==> src/rtl/cwa_pkg.sv <==
package cwa_pkg;

  // character geometry
  localparam int unsigned CHAR_W  = 10;
  localparam int unsigned PREFIX_W = 7;

  // comma prefix, bit 0 = first received bit (position a)
  localparam logic [PREFIX_W-1:0] PREFIX_NEG = 7'b1111100;
  localparam logic [PREFIX_W-1:0] PREFIX_POS = 7'b0000011;

endpackage

==> src/rtl/cwa_history.sv <==
module cwa_history #(
  parameter int unsigned CHAR_W = cwa_pkg::CHAR_W,
  localparam int unsigned WIN_W = 2 * CHAR_W,
  localparam int unsigned CNT_W = $clog2(CHAR_W)
) (
  input  logic             clk,
  input  logic             rst_n,
  input  logic             bit_in,
  input  logic             bit_valid,
  output logic [WIN_W-1:0] hist_o,
  output logic             scan_o
);

  localparam logic [CNT_W-1:0] LAST = CNT_W'(CHAR_W - 1);

  logic [WIN_W-1:0] hist_q, hist_d;
  logic [CNT_W-1:0] cnt_q, cnt_d;
  logic             scan_q, scan_d;

  // newest bit enters at the top, oldest leaves at bit 0
  always_comb begin
    hist_d = hist_q;
    cnt_d  = cnt_q;
    scan_d = 1'b0;
    if (bit_valid) begin
      hist_d = {bit_in, hist_q[WIN_W-1:1]};
      if (cnt_q == LAST) begin
        cnt_d  = '0;
        scan_d = 1'b1;
      end else begin
        cnt_d = cnt_q + 1'b1;
      end
    end
  end

  always_ff @(posedge clk or negedge rst_n) begin
    if (!rst_n) begin
      hist_q <= '0;
      cnt_q  <= '0;
      scan_q <= 1'b0;
    end else begin
      hist_q <= hist_d;
      cnt_q  <= cnt_d;
      scan_q <= scan_d;
    end
  end

  assign hist_o = hist_q;
  assign scan_o = scan_q;

  AST_CNT_BOUND: assert property (@(posedge clk) disable iff (!rst_n)
    cnt_q <= LAST);
  AST_SCAN_NEEDS_BIT: assert property (@(posedge clk) disable iff (!rst_n)
    scan_q |-> $past(bit_valid));
  AST_IDLE_HOLDS: assert property (@(posedge clk) disable iff (!rst_n)
    !bit_valid |=> $stable(hist_q));

endmodule

==> src/rtl/cwa_scan.sv <==
module cwa_scan #(
  parameter int unsigned CHAR_W   = cwa_pkg::CHAR_W,
  parameter int unsigned PREFIX_W = cwa_pkg::PREFIX_W,
  parameter logic [PREFIX_W-1:0] PREFIX_NEG = cwa_pkg::PREFIX_NEG,
  parameter logic [PREFIX_W-1:0] PREFIX_POS = cwa_pkg::PREFIX_POS,
  localparam int unsigned WIN_W = 2 * CHAR_W,
  localparam int unsigned OFF_W = $clog2(CHAR_W)
) (
  input  logic [WIN_W-1:0] hist_i,
  output logic             hit_o,
  output logic [OFF_W-1:0] hit_off_o
);

  logic [CHAR_W-1:0] match;

  // one comparator pair per candidate start offset
  for (genvar k = 0; k < CHAR_W; k++) begin : g_off
    logic [PREFIX_W-1:0] seg;
    assign seg      = hist_i[k +: PREFIX_W];
    assign match[k] = (seg == PREFIX_NEG) || (seg == PREFIX_POS);
  end

  // earliest-received offset (lowest index) takes priority
  always_comb begin
    hit_o     = 1'b0;
    hit_off_o = '0;
    for (int k = CHAR_W - 1; k >= 0; k--) begin
      if (match[k]) begin
        hit_o     = 1'b1;
        hit_off_o = OFF_W'(k);
      end
    end
  end

endmodule

==> src/rtl/cwa_align.sv <==
module cwa_align #(
  parameter int unsigned CHAR_W = cwa_pkg::CHAR_W,
  localparam int unsigned WIN_W = 2 * CHAR_W,
  localparam int unsigned OFF_W = $clog2(CHAR_W)
) (
  input  logic              clk,
  input  logic              rst_n,
  input  logic [WIN_W-1:0]  hist_i,
  input  logic              scan_i,
  input  logic              hit_i,
  input  logic [OFF_W-1:0]  hit_off_i,
  output logic [CHAR_W-1:0] word_o,
  output logic              valid_o,
  output logic              sync_o
);

  logic [OFF_W-1:0]  off_q, off_d;
  logic              lock_q, lock_d;
  logic              sync_q, sync_d;
  logic [CHAR_W-1:0] word_q, word_d;
  logic              valid_q, valid_d;
  logic              moved;

  assign moved = hit_i && (!lock_q || (hit_off_i != off_q));

  always_comb begin
    off_d   = off_q;
    lock_d  = lock_q;
    sync_d  = sync_q;
    word_d  = word_q;
    valid_d = 1'b0;
    if (scan_i) begin
      if (moved) begin
        // boundary set or switched: this tick stays silent
        off_d  = hit_off_i;
        lock_d = 1'b1;
        sync_d = !lock_q;
      end else if (lock_q) begin
        word_d  = hist_i[off_q +: CHAR_W];
        valid_d = 1'b1;
        if (hit_i) begin
          sync_d = 1'b1;
        end
      end
    end
  end

  always_ff @(posedge clk or negedge rst_n) begin
    if (!rst_n) begin
      off_q   <= '0;
      lock_q  <= 1'b0;
      sync_q  <= 1'b0;
      word_q  <= '0;
      valid_q <= 1'b0;
    end else begin
      off_q   <= off_d;
      lock_q  <= lock_d;
      sync_q  <= sync_d;
      word_q  <= word_d;
      valid_q <= valid_d;
    end
  end

  assign word_o  = word_q;
  assign valid_o = valid_q;
  assign sync_o  = sync_q;

  AST_VALID_NEEDS_LOCK: assert property (@(posedge clk) disable iff (!rst_n)
    valid_q |-> lock_q);
  AST_LOCK_TICK_SILENT: assert property (@(posedge clk) disable iff (!rst_n)
    $rose(lock_q) |-> !valid_q);
  AST_FIRST_SYNC: assert property (@(posedge clk) disable iff (!rst_n)
    (scan_i && hit_i && !lock_q) |=> sync_q);
  AST_SYNC_NEEDS_LOCK: assert property (@(posedge clk) disable iff (!rst_n)
    sync_q |-> lock_q);
  AST_VALID_FROM_SCAN: assert property (@(posedge clk) disable iff (!rst_n)
    valid_q |-> $past(scan_i));
  AST_SINGLE_PULSE: assert property (@(posedge clk) disable iff (!rst_n)
    valid_q |=> !valid_q);
  AST_SWITCH_SILENT: assert property (@(posedge clk) disable iff (!rst_n)
    !$stable(off_q) |-> !valid_q);
  AST_SWITCH_DROPS_SYNC: assert property (@(posedge clk) disable iff (!rst_n)
    (scan_i && hit_i && lock_q && (hit_off_i != off_q)) |=> !sync_q);

endmodule

==> src/rtl/comma_word_aligner.sv <==
module comma_word_aligner #(
  parameter int unsigned CHAR_W   = cwa_pkg::CHAR_W,
  parameter int unsigned PREFIX_W = cwa_pkg::PREFIX_W,
  parameter logic [PREFIX_W-1:0] PREFIX_NEG = cwa_pkg::PREFIX_NEG,
  parameter logic [PREFIX_W-1:0] PREFIX_POS = cwa_pkg::PREFIX_POS
) (
  input  logic              clk,
  input  logic              rst_n,
  input  logic              bit_in,
  input  logic              bit_valid,
  output logic [CHAR_W-1:0] word_out,
  output logic              word_valid,
  output logic              byte_sync
);

  localparam int unsigned WIN_W = 2 * CHAR_W;
  localparam int unsigned OFF_W = $clog2(CHAR_W);

  // asynchronous assertion, synchronous release
  logic rst_meta_q, rst_sync_q;

  always_ff @(posedge clk or negedge rst_n) begin
    if (!rst_n) begin
      rst_meta_q <= 1'b0;
      rst_sync_q <= 1'b0;
    end else begin
      rst_meta_q <= 1'b1;
      rst_sync_q <= rst_meta_q;
    end
  end

  logic [WIN_W-1:0] hist;
  logic             scan;
  logic             hit;
  logic [OFF_W-1:0] hit_off;

  cwa_history #(.CHAR_W(CHAR_W)) u_hist (
    .clk       (clk),
    .rst_n     (rst_sync_q),
    .bit_in    (bit_in),
    .bit_valid (bit_valid),
    .hist_o    (hist),
    .scan_o    (scan)
  );

  cwa_scan #(
    .CHAR_W     (CHAR_W),
    .PREFIX_W   (PREFIX_W),
    .PREFIX_NEG (PREFIX_NEG),
    .PREFIX_POS (PREFIX_POS)
  ) u_scan (
    .hist_i    (hist),
    .hit_o     (hit),
    .hit_off_o (hit_off)
  );

  cwa_align #(.CHAR_W(CHAR_W)) u_align (
    .clk       (clk),
    .rst_n     (rst_sync_q),
    .hist_i    (hist),
    .scan_i    (scan),
    .hit_i     (hit),
    .hit_off_i (hit_off),
    .word_o    (word_out),
    .valid_o   (word_valid),
    .sync_o    (byte_sync)
  );

endmodule

==> config.mk <==
export PLATFORM = sky130hd
export DESIGN_NAME = comma_word_aligner
export DESIGN_NICKNAME = d
export VERILOG_FILES = /design/src/rtl/cwa_pkg.sv /design/src/rtl/cwa_history.sv /design/src/rtl/cwa_scan.sv /design/src/rtl/cwa_align.sv /design/src/rtl/comma_word_aligner.sv
export SDC_FILE = /design/constraint.sdc
export NUM_CORES = 1
export LEC_CHECK = 0
export BUFFER_PORTS_ARGS = -buffer_cell sky130_fd_sc_hd__clkbuf_2
export CAP_MARGIN = 20
export CORE_MARGIN = 4
export CORE_UTILIZATION = 30
export CTS_BUF_LIST = sky130_fd_sc_hd__clkbuf_4 sky130_fd_sc_hd__clkbuf_8
export CTS_CLUSTER_DIAMETER = 50
export CTS_CLUSTER_SIZE = 10
export DETAILED_ROUTE_END_ITERATION = 12
export PLACE_DENSITY = 0.53
export SLEW_MARGIN = 0
export SYNTH_ARGS = -nofsm -noshare
export SYNTH_HDL_FRONTEND = slang
export SYNTH_SLANG_ARGS = --single-unit
==> constraint.sdc <==
create_clock -name clk -period 1.2 [get_ports clk]
set_input_delay 0.24 -clock clk [delete_from_list [all_inputs] [get_ports clk]]
set_output_delay 0.24 -clock clk [all_outputs]
set_load 0.005 [all_outputs]
==> results of run 1 <==
[state kept, by name, indices dropped and copies added, names as in the netlist]
| signal | cells |
|---|---|
| u_align.sync_o | 1 |
| u_hist.hist_o | 20 |
| rst_meta_q | 1 |
| u_align.lock_q | 1 |
| u_hist.scan_o | 1 |
| u_align.word_o | 10 |
| u_align.off_q | 4 |
| rst_sync_q | 1 |
| u_hist.cnt_q | 4 |
| u_align.valid_o | 1 |
[worst min path at each step]
stage	start	to	slack, ps	depth (start not counted)
floorplan	rst_n	rst_meta_q	-60	0
global placement	rst_n	rst_meta_q	30	1
finish	bit_in	u_hist.hist_o[19]	160	2
CTS	bit_in	u_hist.hist_o[19]	150	2
global route	bit_in	u_hist.hist_o[19]	160	2
detailed placement	rst_n	rst_meta_q	30	1
[final cells by class]
cell class / count / area share
Timing Repair Buffer: 114 / 0.2011
Clock inverter: 2 / 0.008585
Multi-Input combinational cell: 231 / 0.4857
Clock buffer: 6 / 0.01828
Tap cell: 136 / 0.03766
Sequential cell: 44 / 0.2445
Inverter: 5 / 0.004154
[per-stage QoR]
| step | hold WS [ps] | TNS [ps] | total power, W | worst slack, ps |
|---|---|---|---|---|
| 2_1_floorplan | -55.59 | -21870 | 0.007235 | -1462 |
| 3_3_place_gp | 26.49 | -27200 | 0.009384 | -1709 |
| 3_5_place_dp | 29.17 | -27900 | 0.009475 | -1753 |
| 4_1_cts | 152.4 | -25710 | 0.01199 | -1621 |
| 5_1_grt | 161.8 | -28150 | 0.01304 | -1761 |
| 6_report | 161.9 | -26060 | 0.01218 | -1630 |
[Yosys cell counts, types with 6 or more instances]
| cell | number | area [um2] |
|---|---|---|
| dfrtp_1 | 44 | 1101 |
| mux2_2 | 24 | 270.3 |
| nand2_1 | 22 | 82.58 |
| mux2i_1 | 18 | 180.2 |
| nor2_1 | 17 | 63.81 |
| o21ai_0 | 14 | 70.07 |
| clkbuf_1 | 12 | 45.04 |
| mux4_2 | 10 | 225.2 |
| o221ai_1 | 10 | 87.58 |
| a21oi_1 | 8 | 40.04 |
| buf_2 | 8 | 40.04 |
| nand2b_1 | 7 | 43.79 |
| o31ai_1 | 7 | 52.55 |
| nor3_1 | 6 | 30.03 |
[kinds of logic (layout without fill, tap and decap cells)]
family          count (synthesis)  in the layout  synth area share
mux                            53             53            0.2112
other cells                     1              1          0.001153
simple gates                   92             92            0.1681
flops                          44             44            0.3386
buf+inv                        37            127           0.06502
compound gates                 83             83            0.2105
xor+xnor                        2              2          0.005388
[power groups by stage]
stage,clock (W),combinational (W),sequential (W)
6_report,0.00127,0.00837,0.00254
5_1_grt,0.00137,0.00904,0.00263
4_1_cts,0.00131,0.00813,0.00255
3_5_place_dp,0,0.00692,0.00255
3_3_place_gp,0,0.00683,0.00255
2_1_floorplan,0,0.00479,0.00244
[what timing repair did]
action                                  in CTS  in global routing
endpoints found under the setup margin      17                 17
buffers inserted                            12                  2
hold buffers                                 1                  0
pin swaps                                   25                 11
gates cloned                                 2                  0
resized for setup                           47                  9
endpoints found under the hold margin        2                  0
[metal layers]
| layer | track usage | vias up | share of wire |
|---|---|---|---|
| li1 | - | 1380 | - |
| met1 | 0.1822 | 1409 | 0.47 |
| met2 | 0.2336 | 37 | 0.49 |
| met3 | 0.02102 | 6 | 0.024 |
| met4 | 0.03926 | 0 | 0.012 |
| met5 | 0 | - | 0 |
[cells in the final DEF (no fill, tap or decap), types with 5 or more instances in the layout]
master / n
buf_4: 84
dfrtp_1: 41
mux2_2: 24
nand2_1: 20
mux2i_1: 18
nor2_1: 16
clkbuf_2: 15
o21ai_0: 14
mux4_2: 10
buf_6: 10
nand2b_1: 7
a21oi_1: 7
o221ai_2: 6
clkbuf_8: 6
nor3_1: 5
==> impl_metrics.env, run 1 <==
export IMPL_synthArstFlopShare=1.000
export IMPL_worstSetupStartpoint="u_hist.hist_o[9]"
export IMPL_finalCritPeriodShare=2.358
export IMPL_seqCellArea_um2=1105
export IMPL_crit_end="u_align.word_o[3]"
export IMPL_cp_num_buf_inv=3
export IMPL_grt_max_degree=43
export IMPL_ys_ff_latch=44
export IMPL_drt_iter0_markers=191
export IMPL_clockBufferDepth=2
export IMPL_cp_slowest_stage_delay_ps=540
export IMPL_ir_worst_vdd_mv=0.9398
export IMPL_end_kind="flip-flop"
export IMPL_crit_type="reg -> reg"
export IMPL_slew_viol_final=0
export IMPL_grt_pass1_wl_mm=14.48
export IMPL_avgSynthCellArea_um2=10.42
export IMPL_hold_class="in -> reg"
export IMPL_io_buffers=15
export IMPL_die_area_um2=12570
export IMPL_cpMostUsedCell="buf_6"
export IMPL_cts_root_buf="clkbuf_8"
export IMPL_grt_pass1_vias=2905
export IMPL_postLayoutCellArea_um2=4518
export IMPL_r2r_start="u_hist.hist_o[9]"
export IMPL_power_density_nw_per_um2=2696
export IMPL_drt_pass1_iterations=4
export IMPL_finalCriticalPeriod_ps=2830
export IMPL_antenna_found_initial=0
export IMPL_wirelength_mm=8.449
export IMPL_numCtsBuffers=5
export IMPL_clkSinkCount=44
export IMPL_num_nets_final=405
export IMPL_cap_violations=0
export IMPL_crit_fanout=7
export IMPL_outcome="complete, but fails checks"
export IMPL_num_antenna_cells=0
export IMPL_r2r_end="u_align.word_o[3]"
export IMPL_crit_path_top_delay_cell="or4_4"
export IMPL_post_route_util=0.4318
export IMPL_drive_gt1_frac=0.5274
export IMPL_arrival_ps=3060
export IMPL_reg2reg_depth=11
export IMPL_power_switching_w=0.005117
export IMPL_fill_cells=1015
export IMPL_startpoint_type="flip-flop"
export IMPL_die_w_um=112.1
export IMPL_synth_edf_count=0
export IMPL_route_detailed_drc=0
export IMPL_p_sw_frac=0.4201
export IMPL_worstPathCellList="or4_4, o32ai_4, buf_6, nor2_4, a21boi_4, a21o_1, a211oi_4, buf_4, buf_6, o221ai_1, o31ai_2"
export IMPL_grt_overflow_total=0
export IMPL_seq_power_share=0.209
export IMPL_p_comb_frac=0.687
export IMPL_initial_core_util=0.3108
export IMPL_routabilityCongestion=0.8158
export IMPL_vias=2832
export IMPL_area_delta_synth_final_pct=38.94
export IMPL_via_per_inst=5.264
export IMPL_power_leakage_nw=1.840
export IMPL_worstSkewPairLatency_ps=310
export IMPL_max_freq_ghz=0.3533
export IMPL_cts_tree="built"
export IMPL_critPathTopFamily="compound AO/OA/AOI/OAI gates"
export IMPL_synth_cell_types=75
export IMPL_coreArea_um2=10460
export IMPL_post_dp_cell_area_um2=3999
export IMPL_wl_per_cell_um=15.70
export IMPL_multi_input_area_um2=2195
export IMPL_fin_skew_ps=11.82
export IMPL_dp_hpwl_mm=5.908
export IMPL_required_ps=1430
export IMPL_syn_num_nets=316
export IMPL_cts_reportedPaths_clkPinSlew_ps=100
export IMPL_clkPwrFrac=0.104
export IMPL_h_tree_depth=2
export IMPL_setup_viol=17
export IMPL_place_inst=514
export IMPL_ys_seq_area_frac=0.3386
export IMPL_r2r_slack_ps=-1630
export IMPL_instances_no_fill=538
export IMPL_ys_warn_count=0
export IMPL_rsz0062_at_grt="true"
export IMPL_setup_slack_ps=-1630
export IMPL_grt_total_usage=0.1377
export IMPL_syn_inst=312
export IMPL_ys_flop_type="dfrtp_1"
export IMPL_ant_nets=0
export IMPL_hold_viol=0
export IMPL_rows=37
export IMPL_cp_depth=11
export IMPL_synth_area_um2=3252
export IMPL_top_level_ports=16
export IMPL_violations="setup timing"
export IMPL_fp_dieH_um=112.1
export IMPL_p_int_w=0.007064
(Power assumes the default switching activity.)
==> inputs of run 2 (changes only) <==
--- a/config.mk
+++ b/config.mk
@@ -7,13 +7,14 @@
 export LEC_CHECK = 0
 export BUFFER_PORTS_ARGS = -buffer_cell sky130_fd_sc_hd__clkbuf_2
 export CAP_MARGIN = 20
+export CELL_PAD_IN_SITES_DETAIL_PLACEMENT = 0
+export CELL_PAD_IN_SITES_GLOBAL_PLACEMENT = 1
 export CORE_MARGIN = 4
 export CORE_UTILIZATION = 30
-export CTS_BUF_LIST = sky130_fd_sc_hd__clkbuf_4 sky130_fd_sc_hd__clkbuf_8
 export CTS_CLUSTER_DIAMETER = 50
 export CTS_CLUSTER_SIZE = 10
 export DETAILED_ROUTE_END_ITERATION = 12
-export PLACE_DENSITY = 0.53
+export PLACE_DENSITY_LB_ADDON = 0.1
 export SLEW_MARGIN = 0
 export SYNTH_ARGS = -nofsm -noshare
 export SYNTH_HDL_FRONTEND = slang
==> run 2 against run 1 <==
Net effect:
- the flow still finishes with violations (setup timing)
- non-clock buffer count increased by 12
- combinational power decreased by 5.1%
- die area unchanged
- hold slack got worse by 14 ps
- first-iteration DRC count decreased by 34%
- global-route usage increased by 0.41 points
- critical path depth decreased by 2
- design area decreased by 0.44%
==> impl_metrics.env, run 2 (same netlist as run 1, synthesis figures left out) <==
export IMPL_rsz0062_at_grt="true"
export IMPL_routabilityCongestion=0.7674
export IMPL_violations="setup timing"
export IMPL_coreArea_um2=10460
export IMPL_route_detailed_drc=0
export IMPL_ant_nets=0
export IMPL_slew_viol_final=0
export IMPL_cts_root_buf="clkbuf_8"
export IMPL_seq_power_share=0.218
export IMPL_fp_dieH_um=112.1
export IMPL_outcome="complete, but fails checks"
export IMPL_cts_tree="built"
export IMPL_num_nets_final=417
export IMPL_dp_hpwl_mm=6.509
export IMPL_clkSinkCount=44
export IMPL_drt_iter0_markers=127
export IMPL_r2r_end="u_align.off_q[1]"
export IMPL_end_kind="flip-flop"
export IMPL_crit_type="reg -> reg"
export IMPL_drt_pass1_iterations=4
export IMPL_power_density_nw_per_um2=2610
export IMPL_clockBufferDepth=2
export IMPL_r2r_slack_ps=-1650
export IMPL_min_to="u_hist.hist_o[19]"
export IMPL_clkPwrFrac=0.106
export IMPL_p_int_w=0.006903
export IMPL_die_w_um=112.1
export IMPL_p_sw_frac=0.4120
export IMPL_via_per_inst=5.056
export IMPL_ir_worst_vdd_mv=1.264
export IMPL_io_buffers=15
export IMPL_crit_fanout=8
export IMPL_arrival_ps=3060
export IMPL_antenna_found_initial=0
export IMPL_worstPathCellList="or4_4, o32ai_4, buf_6, nor2_4, a21boi_4, a21o_1, a211oi_4, o311a_2, mux2_1"
export IMPL_setup_viol=17
export IMPL_p_comb_frac=0.676
export IMPL_numCtsBuffers=5
export IMPL_h_tree_depth=2
export IMPL_die_area_um2=12570
export IMPL_vias=2781
export IMPL_layout_commonest_cell="buf_4"
export IMPL_grt_max_degree=43
export IMPL_post_route_util=0.4299
export IMPL_finalCriticalPeriod_ps=2847
export IMPL_grt_overflow_total=0
export IMPL_grt_pass1_wl_mm=14.54
export IMPL_final_cell_mix="buf_4, dfrtp_1, mux2_2"
export IMPL_critPathTopFamily="compound AO/OA/AOI/OAI gates"
export IMPL_startpoint_type="flip-flop"
export IMPL_cap_violations=0
export IMPL_hold_class="in -> reg"
export IMPL_drive_gt1_frac=0.5048
export IMPL_cts_reportedPaths_clkPinSlew_ps=100
export IMPL_rows=37
export IMPL_min_from="bit_in"
export IMPL_crit_path_top_delay_cell="or4_4"
export IMPL_worstSkewPairLatency_ps=320
export IMPL_fin_skew_ps=7.597
export IMPL_r2r_start="u_hist.hist_o[8]"
export IMPL_max_freq_ghz=0.3512
export IMPL_wirelength_mm=8.469
export IMPL_wl_per_cell_um=15.40
export IMPL_initial_core_util=0.3108
export IMPL_largest_reg_flops=20
export IMPL_hold_viol=0
export IMPL_finalCritPeriodShare=2.373
export IMPL_top_level_ports=16
export IMPL_power_switching_w=0.004837
export IMPL_required_ps=1410
export IMPL_grt_total_usage=0.1418
export IMPL_setup_slack_ps=-1647
export IMPL_cp_slowest_stage_delay_ps=560
export IMPL_num_antenna_cells=0
export IMPL_grt_pass1_vias=2849
export IMPL_hold_path_depth=2
export IMPL_area_delta_synth_final_pct=38.32
export IMPL_cp_num_buf_inv=1
export IMPL_reg2reg_depth=9
export IMPL_tightest_slew_ps=515.1
export IMPL_tns_ps=-25830
export IMPL_power_leakage_nw=1.868
export IMPL_max_slew_margin=0.6535
-- run 2: cell count changes in the layout (fill, tap and decap cells not counted), sizes merged --
cell / previous run / this run
buf: 98 / 110
clkbuf: 21 / 20
clkinv: 2 / 1
clkinvlp: 0 / 1
inv: 4 / 5
-- run 2: final cells by class --
type | instances | area, um2
well taps | 136 | 170.2
flip-flops and latches | 44 | 1104
fillers | 1025 | 5964
inverters | 5 | 18.77
repair buffers | 126 | 993.5
clock buffers | 5 | 68.82
multi-input cells | 231 | 2097
clock inverters | 3 | 46.29
-- run 2: worst max path at each step --
stage | from | slack, ps | end | depth (start not counted)
floorplan | u_hist.hist_o[8] | -1460 | u_align.off_q[1] | 7
global placement | u_hist.hist_o[9] | -1720 | u_align.off_q[1] | 7
detailed placement | u_hist.hist_o[9] | -1770 | u_align.off_q[1] | 7
CTS | u_hist.hist_o[11] | -1630 | u_align.off_q[1] | 8
global route | u_hist.hist_o[8] | -1780 | u_align.word_o[8] | 10
finish | u_hist.hist_o[8] | -1650 | u_align.off_q[1] | 9
-- run 2: repair_timing --
item                                    CTS  global route
buffers inserted                          5             1
hold endpoints to repair                  2             0
pin swaps                                 6             5
hold buffers                              1             0
gates resized for setup                  26             8
endpoints found under the setup margin   17            18
-- run 2: per-stage QoR --
stage	hold WS, ps	instances	worst slack [ps]	instance area (um2)	power, W
after floorplan	-55.59	312	-1462	3318	0.007235
after global placement	26.04	535	-1718	4156	0.009902
after detailed placement	30.93	535	-1774	4156	0.009917
after CTS	129.5	549	-1625	4448	0.01175
after global routing	134.1	550	-1776	4498	0.01274
final	147.9	550	-1647	4498	0.01174
-- run 2: layer usage --
| metal | part of all wire | global-route usage |
|---|---|---|
| met3 | 0.017 | 0.02426 |
| met5 | 0 | 0 |
| met2 | 0.47 | 0.2241 |
| met4 | 0.013 | 0.04087 |
| met1 | 0.50 | 0.1998 |
-- run 2: power groups by stage --
stage | Sequential [W] | Clock [W] | Combinational, W
final | 0.00256 | 0.00124 | 0.00794
after global routing | 0.00266 | 0.00135 | 0.00872
after CTS | 0.00257 | 0.00131 | 0.00788
after detailed placement | 0.00261 | 0 | 0.00731
after global placement | 0.00260 | 0 | 0.00730
after floorplan | 0.00244 | 0 | 0.00479
-- run 2: worst reg2reg max path: cells and delay by family, from the launching register on --
family / cells / cell delay [ps]
AOI/OAI and AO/OA: 5 / 1260
buffers and inverters: 1 / 150
DFF: 1 / 410
muxes: 1 / 310
and+or+nand+nor: 2 / 590
